## config.mk

```make
export PLATFORM = sky130hd
export DESIGN_NAME = rtc_calendar_top
export DESIGN_NICKNAME = d
export VERILOG_FILES = /design/src/rtl/rtc_pkg.sv /design/src/rtl/rtc_prescaler.sv /design/src/rtl/rtc_time_chain.sv /design/src/rtl/rtc_regfile.sv /design/src/rtl/rtc_calendar_top.sv
export SDC_FILE = /design/constraint.sdc
export NUM_CORES = 1
export LEC_CHECK = 0
export ABC_AREA = 1
export BUFFER_PORTS_ARGS = -buffer_cell sky130_fd_sc_hd__buf_4
export CAP_MARGIN = 10
export CORE_MARGIN = 1
export CORE_UTILIZATION = 40
export DETAILED_ROUTE_END_ITERATION = 8
export GPL_ROUTABILITY_DRIVEN = 1
export MAX_ROUTING_LAYER = met4
export PLACE_DENSITY_LB_ADDON = 0.1
export SLEW_MARGIN = 20
export SYNTH_ARGS = -nofsm -noshare
export SYNTH_HDL_FRONTEND = slang
export SYNTH_SLANG_ARGS = --single-unit
```

## constraint.sdc

```tcl
create_clock -name clk -period 3.1 [get_ports clk]
set_input_delay 0.775 -clock clk [delete_from_list [all_inputs] [get_ports clk]]
set_output_delay 0.775 -clock clk [all_outputs]
set_load 0.01 [all_outputs]
```

## src/rtl/rtc_pkg.sv

```systemverilog
`timescale 1ns/1ps
package rtc_pkg;
  localparam int unsigned IDX_W = 4;

  localparam logic [IDX_W-1:0] IDX_CTRL  = 4'd8;
  localparam logic [IDX_W-1:0] IDX_SEC   = 4'd9;
  localparam logic [IDX_W-1:0] IDX_MIN   = 4'd10;
  localparam logic [IDX_W-1:0] IDX_HOUR  = 4'd11;
  localparam logic [IDX_W-1:0] IDX_WDAY  = 4'd12;
  localparam logic [IDX_W-1:0] IDX_DATE  = 4'd13;
  localparam logic [IDX_W-1:0] IDX_MONTH = 4'd14;
  localparam logic [IDX_W-1:0] IDX_YEAR  = 4'd15;

  localparam int unsigned HOLD_BIT   = 7;
  localparam int unsigned FREEZE_BIT = 6;
  localparam int unsigned STOP_BIT   = 7;
  localparam int unsigned FTEST_BIT  = 6;
  localparam int unsigned CEN_BIT    = 5;
  localparam int unsigned CB_BIT     = 4;

  typedef struct packed {
    logic       cb;
    logic [7:0] year;
    logic [4:0] month;
    logic [5:0] date;
    logic [2:0] wday;
    logic [5:0] hour;
    logic [6:0] min;
    logic [6:0] sec;
  } rtc_time_t;

  localparam rtc_time_t TIME_RESET = '{cb: 1'b0, year: 8'h00, month: 5'h01,
                                       date: 6'h01, wday: 3'd1, hour: 6'h00,
                                       min: 7'h00, sec: 7'h00};

  // Two-digit BCD increment (no wrap handling; callers compare first).
  function automatic logic [7:0] bcd_step(input logic [7:0] v);
    if (v[3:0] >= 4'd9) return {v[7:4] + 4'd1, 4'h0};
    return v + 8'd1;
  endfunction

  // A BCD year is a multiple of four when its units digit, mod 4,
  // equals twice the parity of its tens digit.
  function automatic logic bcd_leap(input logic [7:0] yr);
    return yr[1:0] == {yr[4], 1'b0};
  endfunction

  function automatic logic [7:0] month_last_day(input logic [4:0] mon,
                                                input logic [7:0] yr);
    case (mon)
      5'h02:                      return bcd_leap(yr) ? 8'h29 : 8'h28;
      5'h04, 5'h06, 5'h09, 5'h11: return 8'h30;
      default:                    return 8'h31;
    endcase
  endfunction
endpackage

```

## src/rtl/rtc_prescaler.sv

```systemverilog
`timescale 1ns/1ps
module rtc_prescaler #(
  parameter int unsigned REF_LOG2 = 15
) (
  input  logic clk,
  input  logic rst_n,
  input  logic ref_tick,
  input  logic halt,
  input  logic restart,
  output logic sec_pulse,
  output logic ft_wave
);
  // Bit FT_BIT toggles every 2**FT_BIT pulses: 512 Hz when REF is 2**REF_LOG2 Hz.
  localparam int unsigned FT_BIT = (REF_LOG2 > 10) ? REF_LOG2 - 10 : 0;

  logic [REF_LOG2-1:0] div_q;
  logic                advance;

  assign advance   = ref_tick && !halt;
  assign sec_pulse = advance && (&div_q);
  assign ft_wave   = div_q[FT_BIT];

  always_ff @(posedge clk) begin
    if (!rst_n)       div_q <= '0;
    else if (restart) div_q <= '0;
    else if (advance) div_q <= div_q + 1'b1;
  end
endmodule

```

## src/rtl/rtc_time_chain.sv

```systemverilog
`timescale 1ns/1ps
module rtc_time_chain
  import rtc_pkg::*;
(
  input  logic      clk,
  input  logic      rst_n,
  input  logic      step,
  input  logic      load,
  input  rtc_time_t load_val,
  input  logic      cent_en,
  output rtc_time_t cur
);
  rtc_time_t cur_q;
  rtc_time_t nxt;
  logic [7:0] last_day;

  assign last_day = month_last_day(cur_q.month, cur_q.year);
  assign cur      = cur_q;

  always_comb begin
    nxt = cur_q;
    if (cur_q.sec >= 7'h59) begin
      nxt.sec = '0;
      if (cur_q.min >= 7'h59) begin
        nxt.min = '0;
        if (cur_q.hour >= 6'h23) begin
          nxt.hour = '0;
          nxt.wday = (cur_q.wday >= 3'd7 || cur_q.wday == 3'd0) ? 3'd1 : cur_q.wday + 3'd1;
          if ({2'b00, cur_q.date} >= last_day) begin
            nxt.date = 6'h01;
            if (cur_q.month >= 5'h12) begin
              nxt.month = 5'h01;
              if (cur_q.year >= 8'h99) begin
                nxt.year = 8'h00;
                if (cent_en) nxt.cb = ~cur_q.cb;
              end else begin
                nxt.year = bcd_step(cur_q.year);
              end
            end else begin
              nxt.month = 5'(bcd_step({3'b000, cur_q.month}));
            end
          end else begin
            nxt.date = 6'(bcd_step({2'b00, cur_q.date}));
          end
        end else begin
          nxt.hour = 6'(bcd_step({2'b00, cur_q.hour}));
        end
      end else begin
        nxt.min = 7'(bcd_step({1'b0, cur_q.min}));
      end
    end else begin
      nxt.sec = 7'(bcd_step({1'b0, cur_q.sec}));
    end
  end

  always_ff @(posedge clk) begin
    if (!rst_n)    cur_q <= TIME_RESET;
    else if (load) cur_q <= load_val;
    else if (step) cur_q <= nxt;
  end
endmodule

```

## src/rtl/rtc_regfile.sv

```systemverilog
`timescale 1ns/1ps
module rtc_regfile
  import rtc_pkg::*;
(
  input  logic             clk,
  input  logic             rst_n,
  input  logic             bus_sel,
  input  logic             bus_we,
  input  logic [IDX_W-1:0] bus_idx,
  input  logic [7:0]       bus_wdata,
  output logic [7:0]       bus_rdata,
  input  rtc_time_t        live,
  input  logic             ft_wave,
  output rtc_time_t        vis,
  output logic             hold,
  output logic             freeze,
  output logic             stop,
  output logic             cent_en,
  output logic             load_req
);
  rtc_time_t vis_q;
  logic hold_q, freeze_q, stop_q, ft_q, cen_q;
  logic wr_any, wr_ctrl;

  assign wr_any   = bus_sel && bus_we;
  assign wr_ctrl  = wr_any && (bus_idx == IDX_CTRL);
  assign load_req = wr_ctrl && hold_q && !bus_wdata[HOLD_BIT];

  assign vis     = vis_q;
  assign hold    = hold_q;
  assign freeze  = freeze_q;
  assign stop    = stop_q;
  assign cent_en = cen_q;

  // Control and configuration bits: effective on any write.
  always_ff @(posedge clk) begin
    if (!rst_n) begin
      hold_q   <= 1'b0;
      freeze_q <= 1'b0;
      stop_q   <= 1'b0;
      ft_q     <= 1'b0;
      cen_q    <= 1'b0;
    end else if (wr_any) begin
      if (bus_idx == IDX_CTRL) begin
        hold_q   <= bus_wdata[HOLD_BIT];
        freeze_q <= bus_wdata[FREEZE_BIT];
      end
      if (bus_idx == IDX_SEC) stop_q <= bus_wdata[STOP_BIT];
      if (bus_idx == IDX_WDAY) begin
        ft_q  <= bus_wdata[FTEST_BIT];
        cen_q <= bus_wdata[CEN_BIT];
      end
    end
  end

  // Visible copy: edited under hold, frozen under freeze, else tracks live.
  always_ff @(posedge clk) begin
    if (!rst_n) begin
      vis_q <= TIME_RESET;
    end else if (hold_q) begin
      if (wr_any) begin
        case (bus_idx)
          IDX_SEC:   vis_q.sec   <= bus_wdata[6:0];
          IDX_MIN:   vis_q.min   <= bus_wdata[6:0];
          IDX_HOUR:  vis_q.hour  <= bus_wdata[5:0];
          IDX_WDAY: begin
            vis_q.cb   <= bus_wdata[CB_BIT];
            vis_q.wday <= bus_wdata[2:0];
          end
          IDX_DATE:  vis_q.date  <= bus_wdata[5:0];
          IDX_MONTH: vis_q.month <= bus_wdata[4:0];
          IDX_YEAR:  vis_q.year  <= bus_wdata;
          default: ;
        endcase
      end
    end else if (!freeze_q) begin
      vis_q <= live;
    end
  end

  always_comb begin
    case (bus_idx)
      IDX_CTRL:  bus_rdata = {hold_q, freeze_q, 6'b000000};
      IDX_SEC:   bus_rdata = {stop_q, vis_q.sec[6:1], ft_q ? ft_wave : vis_q.sec[0]};
      IDX_MIN:   bus_rdata = {1'b0, vis_q.min};
      IDX_HOUR:  bus_rdata = {2'b00, vis_q.hour};
      IDX_WDAY:  bus_rdata = {1'b0, ft_q, cen_q, vis_q.cb, 1'b0, vis_q.wday};
      IDX_DATE:  bus_rdata = {2'b00, vis_q.date};
      IDX_MONTH: bus_rdata = {3'b000, vis_q.month};
      IDX_YEAR:  bus_rdata = vis_q.year;
      default:   bus_rdata = 8'h00;
    endcase
  end
endmodule

```

## src/rtl/rtc_calendar_top.sv

```systemverilog
`timescale 1ns/1ps
module rtc_calendar_top
  import rtc_pkg::*;
#(
  parameter int unsigned REF_LOG2 = 15
) (
  input  logic       clk,
  input  logic       rst_n,
  input  logic       ref_tick,
  input  logic       bus_sel,
  input  logic       bus_we,
  input  logic [3:0] bus_addr,
  input  logic [7:0] bus_wdata,
  output logic [7:0] bus_rdata
);
  rtc_time_t live_q;
  rtc_time_t vis_q;
  logic hold_q, freeze_q, stop_q, cent_en, load_req;
  logic sec_pulse, ft_wave;

  rtc_prescaler #(.REF_LOG2(REF_LOG2)) u_presc (
    .clk       (clk),
    .rst_n     (rst_n),
    .ref_tick  (ref_tick),
    .halt      (stop_q),
    .restart   (load_req),
    .sec_pulse (sec_pulse),
    .ft_wave   (ft_wave)
  );

  rtc_time_chain u_chain (
    .clk      (clk),
    .rst_n    (rst_n),
    .step     (sec_pulse),
    .load     (load_req),
    .load_val (vis_q),
    .cent_en  (cent_en),
    .cur      (live_q)
  );

  rtc_regfile u_regs (
    .clk       (clk),
    .rst_n     (rst_n),
    .bus_sel   (bus_sel),
    .bus_we    (bus_we),
    .bus_idx   (bus_addr),
    .bus_wdata (bus_wdata),
    .bus_rdata (bus_rdata),
    .live      (live_q),
    .ft_wave   (ft_wave),
    .vis       (vis_q),
    .hold      (hold_q),
    .freeze    (freeze_q),
    .stop      (stop_q),
    .cent_en   (cent_en),
    .load_req  (load_req)
  );
endmodule

```

==> metrics, run 1 <==
number of global-route vias before repair 5705; final setup fails 0; CTS Buf Count 9; Starting Density 41.4%; Hold Path Class reg -> reg; r2r startpoint u_chain.cur[29]; Seq/Total Area, Yosys 33.5%; status completed; worst stage delay on the critical path 300 ps; library cells used by synthesis 42; Setup WS post-layout 153 ps; n_diodes 0; CTS max path bufs 2; core box area 15300 um2; fin area 7080 um2; gr ovfl total 0; maximum clock frequency 0.339 GHz; largest family of logic cells by synthesized area simple AND/OR/NAND/NOR gates; WP data arrival 2170 ps; startpoint types primary input; Net Switching 0.621 mW; clock power share 43.5%; Worst Setup End Kind output port; Yosys reg bits 106; Avg Inst Size Synth 6.80 um2; Post-Synth Adder-Cell Area 6.91%; Slowest cell on crit path a221oi_1; GR Util All Layers 26.1%; Combinational Power Share 4.8%; final slew viol count 0; synthesized net count 983; post-synthesis mux area share 0%; period utilization 95.1%; Vias/cell 5.26; Worst Path Max Fanout 5; clock-pin transition on the worst setup and hold timing paths 70 ps; Setup WS pre-CTS 163 ps; Antenna Violating Nets Remaining 0; TritonCTS clock tree built; r2r setup slk 350 ps; Worst Skew 12.6 ps; Area growth syn-to-layout 11.8%; Reg2Reg Depth 16; Final Hold Fails 0; WL per Instance 17.1 um; internal power 2.06 mW; Bufs and invs on worst path 4; delay-heaviest family, CP buffers and inverters; FF-to-FF End u_chain.cur[42]; critical path cell sequence buf_4 -> nand2_1 -> inv_1 -> nand2_1 -> inv_1 -> a221oi_1 -> o2111ai_1 -> buf_4; worst min-delay path startpoint u_presc.div_q[7]; TNS Setup 0 ps; simple-gate share of the synthesized area 25.8%; number of synthesis warnings 0; I/O pin total 25; CTS root buffer clkbuf_16; row count 45; layout cells sized above 1 8.85%; Mapped Cells 931; Least-Margin Pin Slew 736 ps; hold path depth 2; Peak VDD IR 0.259 mV; Die Width 128 um; xor/xnor share of the synthesized area 1.80%; CP Launch Point bus_addr[3]; switching share of power 23.2%; worst path required time 2320 ps; post-cts resize count 0; initial antenna violation count 0; Cell Pwr Density 378 nW/um2; unrepaired setup endpoints after global routing no; Post-Syn Area 6330 um2; sequential share of power 51.7%; drt pass-1 iters 5; clock sinks 106; Pwr Total 2.68 mW; H-tree depth 3; latest clock arrival within the worst-skew pair 360 ps; Hold-fix buffers, CTS 0; first-pass GRT wire length 31.4 mm; Compound-Gate Fraction of Synth Area 22.3%; Die Height 128 um; drc violations 0; DR vias 6157; max_cap viols 0; Placed Area 6780 um2; FILL cells 1649; Rel. slew slack 50.9%; GPL Wtd Cong 0.920; critical path type in -> out; DRT iter0 DRCs 489; Final #Nets 1008; leakage power 2.97 nW; largest net degree at the start of global routing 79; Hold Crit Endpoint u_presc.div_q[7]; fin crit period 2950 ps; placed wire-length estimate 14.6 mm; post-CTS setup buffer count 0; PortBufs 24; die area 16300 um2; Routed WL 20.0 mm
[flip-flops by register name (all words and copies together), names as in the netlist]
name            count
u_presc.div_q      15
u_chain.cur        43
u_regs.stop         1
u_regs.cent_en      1
u_regs.freeze       1
u_regs.hold         1
u_regs.ft_q         1
u_regs.vis         43
[Yosys cell counts (all sizes together)]
cell,count,area [um2]
o31ai,1,7.51
nor4,1,6.26
a22oi,2,15.0
xnor2,4,35.0
nor3b,4,30.0
nand2,192,748
nand3b,5,37.5
a31oi,27,169
nand4,11,81.3
o211ai,2,15.0
nand3,49,263
xor2,9,78.8
o21ai,120,608
a221oi,7,61.3
dfxtp,106,2120
o2111ai,4,35.0
buf,12,80.1
nor2,91,402
o311ai,1,8.76
nor3,11,66.3
a21oi,87,435
o21bai,2,15.0
o21a,1,7.51
ha,35,438
o221ai,2,17.5
o22ai,3,18.8
inv,128,480
clkbuf,14,52.6
[cells in the final DEF (no fill, tap or decap), types with 2 or more instances in the layout]
cell / n
o22ai_1: 3
a21oi_1: 87
a22oi_1: 2
nand4_2: 2
ha_1: 35
o21ai_0: 107
nor2_2: 4
clkbuf_1: 2
a221oi_1: 7
o2111ai_1: 4
xor2_1: 9
inv_1: 122
o211ai_1: 2
nand4_1: 9
nand3_1: 46
nand2_1: 184
inv_2: 6
a31oi_1: 27
nor3b_1: 4
o21ai_1: 11
o221ai_1: 2
nand3_2: 2
clkbuf_16: 9
nor2_1: 82
nor2_4: 3
o21bai_1: 2
nor3_1: 9
dfxtp_1: 106
nor2_8: 2
clkinv_2: 2
nand2_2: 6
buf_4: 39
o21ai_2: 2
nand2_4: 2
nand3b_1: 5
xnor2_1: 4
[cell type report]
type                            count  area [um2]  share of cell area [%]
Inverter                          128         480                    6.78
Multi-Input combinational cell    671        3620                    51.1
Clock inverter                      3        40.0                   0.565
Tap cell                          211         264                    3.73
Sequential cell                   106        2120                    30.0
Timing Repair Buffer               40         313                    4.42
Clock buffer                       12         246                    3.48
[power groups by stage]
stage / combinational [mW] / clock, mW / sequential [mW]
final: 0.128 / 1.17 / 1.39
after global placement: 0.126 / 0 / 1.42
after global routing: 0.143 / 1.24 / 1.39
after CTS: 0.127 / 1.20 / 1.39
after detailed placement: 0.127 / 0 / 1.42
after floorplan: 0.0737 / 0 / 1.41
[layer usage]
metal / wire [um] / vias to the layer above / GRT usage (%)
met5: 0 / - / -
met4: 302 / 0 / 7.34
met3: 1060 / 19 / 3.92
met2: 9020 / 157 / 40.1
met1: 9600 / 2828 / 35.5
li1: - / 3153 / -
[metrics by stage]
step | utilization [%] | hold WS [ps] | instances
floorplan | - | 425 | 931
global placement | 44.3 | 444 | 1156
detailed placement | 44.3 | 445 | 1156
CTS | 46.1 | 456 | 1171
global route | 46.3 | 490 | 1171
finish | 46.3 | 454 | 1171
[cell families after synthesis]
kind of cell	count (synthesis)
compound gates	259
fa+ha+maj	35
xor+xnor	13
buf+inv	154
simple gates	364
flops	106
[worst min-delay path, stage by stage, from the launching register on]
cell and delay [ps]:
dfxtp_1 320, inv_1 50, a21oi_1 50
[worst max-delay path by stage]
stage                       to  slack, ps  depth (start not counted)
3_5_place_dp      bus_rdata[4]        160                          8
5_1_grt        u_chain.cur[39]         50                         17
6_report          bus_rdata[5]        150                          8
3_3_place_gp      bus_rdata[4]        200                          8
4_1_cts           bus_rdata[4]        160                          8
2_1_floorplan  u_chain.cur[34]        680                         16
Power figures use the tool's default switching activity.
==> run 2, diff against run 1 <==
--- a/config.mk
+++ b/config.mk
@@ -13,7 +13,7 @@
 export DETAILED_ROUTE_END_ITERATION = 8
 export GPL_ROUTABILITY_DRIVEN = 1
 export MAX_ROUTING_LAYER = met4
-export PLACE_DENSITY_LB_ADDON = 0.1
+export PLACE_DENSITY_LB_ADDON = 0.3
 export SLEW_MARGIN = 20
 export SYNTH_ARGS = -nofsm -noshare
 export SYNTH_HDL_FRONTEND = slang
==> run 2 against run 1 <==
Against the previous run:
- worst hold slack gained 3.7 ps
- critical path type unchanged
- non-clock buffer count shrank 1
- largest power group unchanged
- core utilization shrank 0.23 points
- first-iteration DRC count grew 16%
==> metrics, run 2 (same netlist as run 1, synthesis figures left out) <==
Multi-input gate area 3600 um2; post-cts resize count 0; sequential share of power 52.2%; Routed WL 18.2 mm; WL per Instance 15.5 um; layout cells sized above 1 8.75%; PortBufs 24; drc violations 0; CTS root buffer clkbuf_16; final setup fails 0; drt pass-1 iters 5; internal power 1.99 mW; CTS Buf Count 9; Hold Path Class reg -> reg; DR vias 6226; Hold-fix buffers, CTS 0; clock-pin transition on the worst setup and hold timing paths 70 ps; Worst Setup End Kind output port; most frequent cells in the layout nand2_1 (185), inv_1 (122), o21ai_0 (107), dfxtp_1 (106), a21oi_1 (87); Area growth syn-to-layout 11.3%; clock power share 43.2%; worst path required time 2320 ps; placed wire-length estimate 13.0 mm; Die Height 128 um; period utilization 91.8%; GR Util All Layers 23.1%; CTS max path bufs 2; initial antenna violation count 0; Rel. slew slack 50.3%; most common cell after layout, fill and taps aside nand2_1; Vias/cell 5.32; n_diodes 0; TritonCTS clock tree built; Starting Density 41.4%; row count 45; Net Switching 0.660 mW; storage element area 2120 um2; fin crit period 2840 ps; Peak VDD IR 0.221 mV; clock sinks 106; first-pass GRT wire length 28.5 mm; I/O pin total 25; Placed Cells incl. Taps 1155; WP data arrival 2070 ps; fin util 46.0%; critical path type in -> out; status completed; Die Width 128 um; Combinational Power Share 4.6%; Antenna Violating Nets Remaining 0; Setup WS pre-CTS 270 ps; startpoint types primary input; Final Hold Fails 0; switching share of power 24.9%; TNS Setup 0 ps; max_cap viols 0; Least-Margin Pin Slew 745 ps; fin cells 1171; maximum clock frequency 0.352 GHz; FILL cells 1580; Cell Pwr Density 376 nW/um2; DRT iter0 DRCs 567; largest net degree at the start of global routing 79; Final #Nets 1007; H-tree depth 3; Pwr Total 2.65 mW; number of global-route vias before repair 5542; core box area 15300 um2; latest clock arrival within the worst-skew pair 370 ps; Worst Path Max Fanout 4; Worst Skew 8.86 ps; post-CTS setup buffer count 0; gr ovfl total 0; GPL Wtd Cong 0.940; unrepaired setup endpoints after global routing no; leakage power 2.96 nW; die area 16300 um2; final slew viol count 0; Setup WS post-layout 255 ps
-- run 2: cell count changes in the layout (fill, tap and decap cells not counted), sizes merged --
cell / change
clkinvlp: +1
clkinv: +1
clkbuf: -2
buf: -1
bufinv: -1
inv: +2
-- run 2: power groups by stage --
| stage | Combinational (mW) | Clock [mW] | Sequential [mW] |
|---|---|---|---|
| 6_report | 0.123 | 1.15 | 1.38 |
| 5_1_grt | 0.136 | 1.22 | 1.39 |
| 4_1_cts | 0.122 | 1.16 | 1.38 |
| 3_5_place_dp | 0.121 | 0 | 1.42 |
| 3_3_place_gp | 0.120 | 0 | 1.42 |
| 2_1_floorplan | 0.0737 | 0 | 1.41 |
-- run 2: layer usage --
metal | part of all wire [%] | track usage [%]
met4 | 2.2 | 9.41
met5 | 0 | -
met3 | 4.9 | 2.63
met2 | 45 | 35.5
met1 | 48 | 30.8
-- run 2: through the flow --
step	hold WS [ps]	cell area (um2)
after CTS	460	7050
after detailed placement	448	6760
final	458	7050
after global placement	433	6760
after global routing	483	7050
after floorplan	425	6330
-- run 2: worst max-delay path: stages --
cell and delay (ps):
buf_4 110, nand2_1 120, inv_1 70, nand2_1 150
inv_1 110, a221oi_1 310, o2111ai_1 220, buf_4 200
-- run 2: final cells by class --
type | count | share of cell area, %
clock buffers | 10 | 3.39
clock inverters | 6 | 0.710
inverters | 128 | 6.82
multi-input cells | 671 | 51.1
flip-flops and latches | 106 | 30.1
well taps | 211 | 3.75
repair buffers | 39 | 4.15
-- run 2: worst paths after layout --
kind	startpoint	endpoint	slack [ps]	depth (start not counted)
setup / recovery	bus_addr[3]	bus_rdata[2]	260	8
hold / removal	u_presc.div_q[7]	u_presc.div_q[7]	460	2
setup reg to reg	u_chain.cur[29]	u_chain.cur[41]	330	16
hold reg to reg	u_presc.div_q[7]	u_presc.div_q[7]	460	2
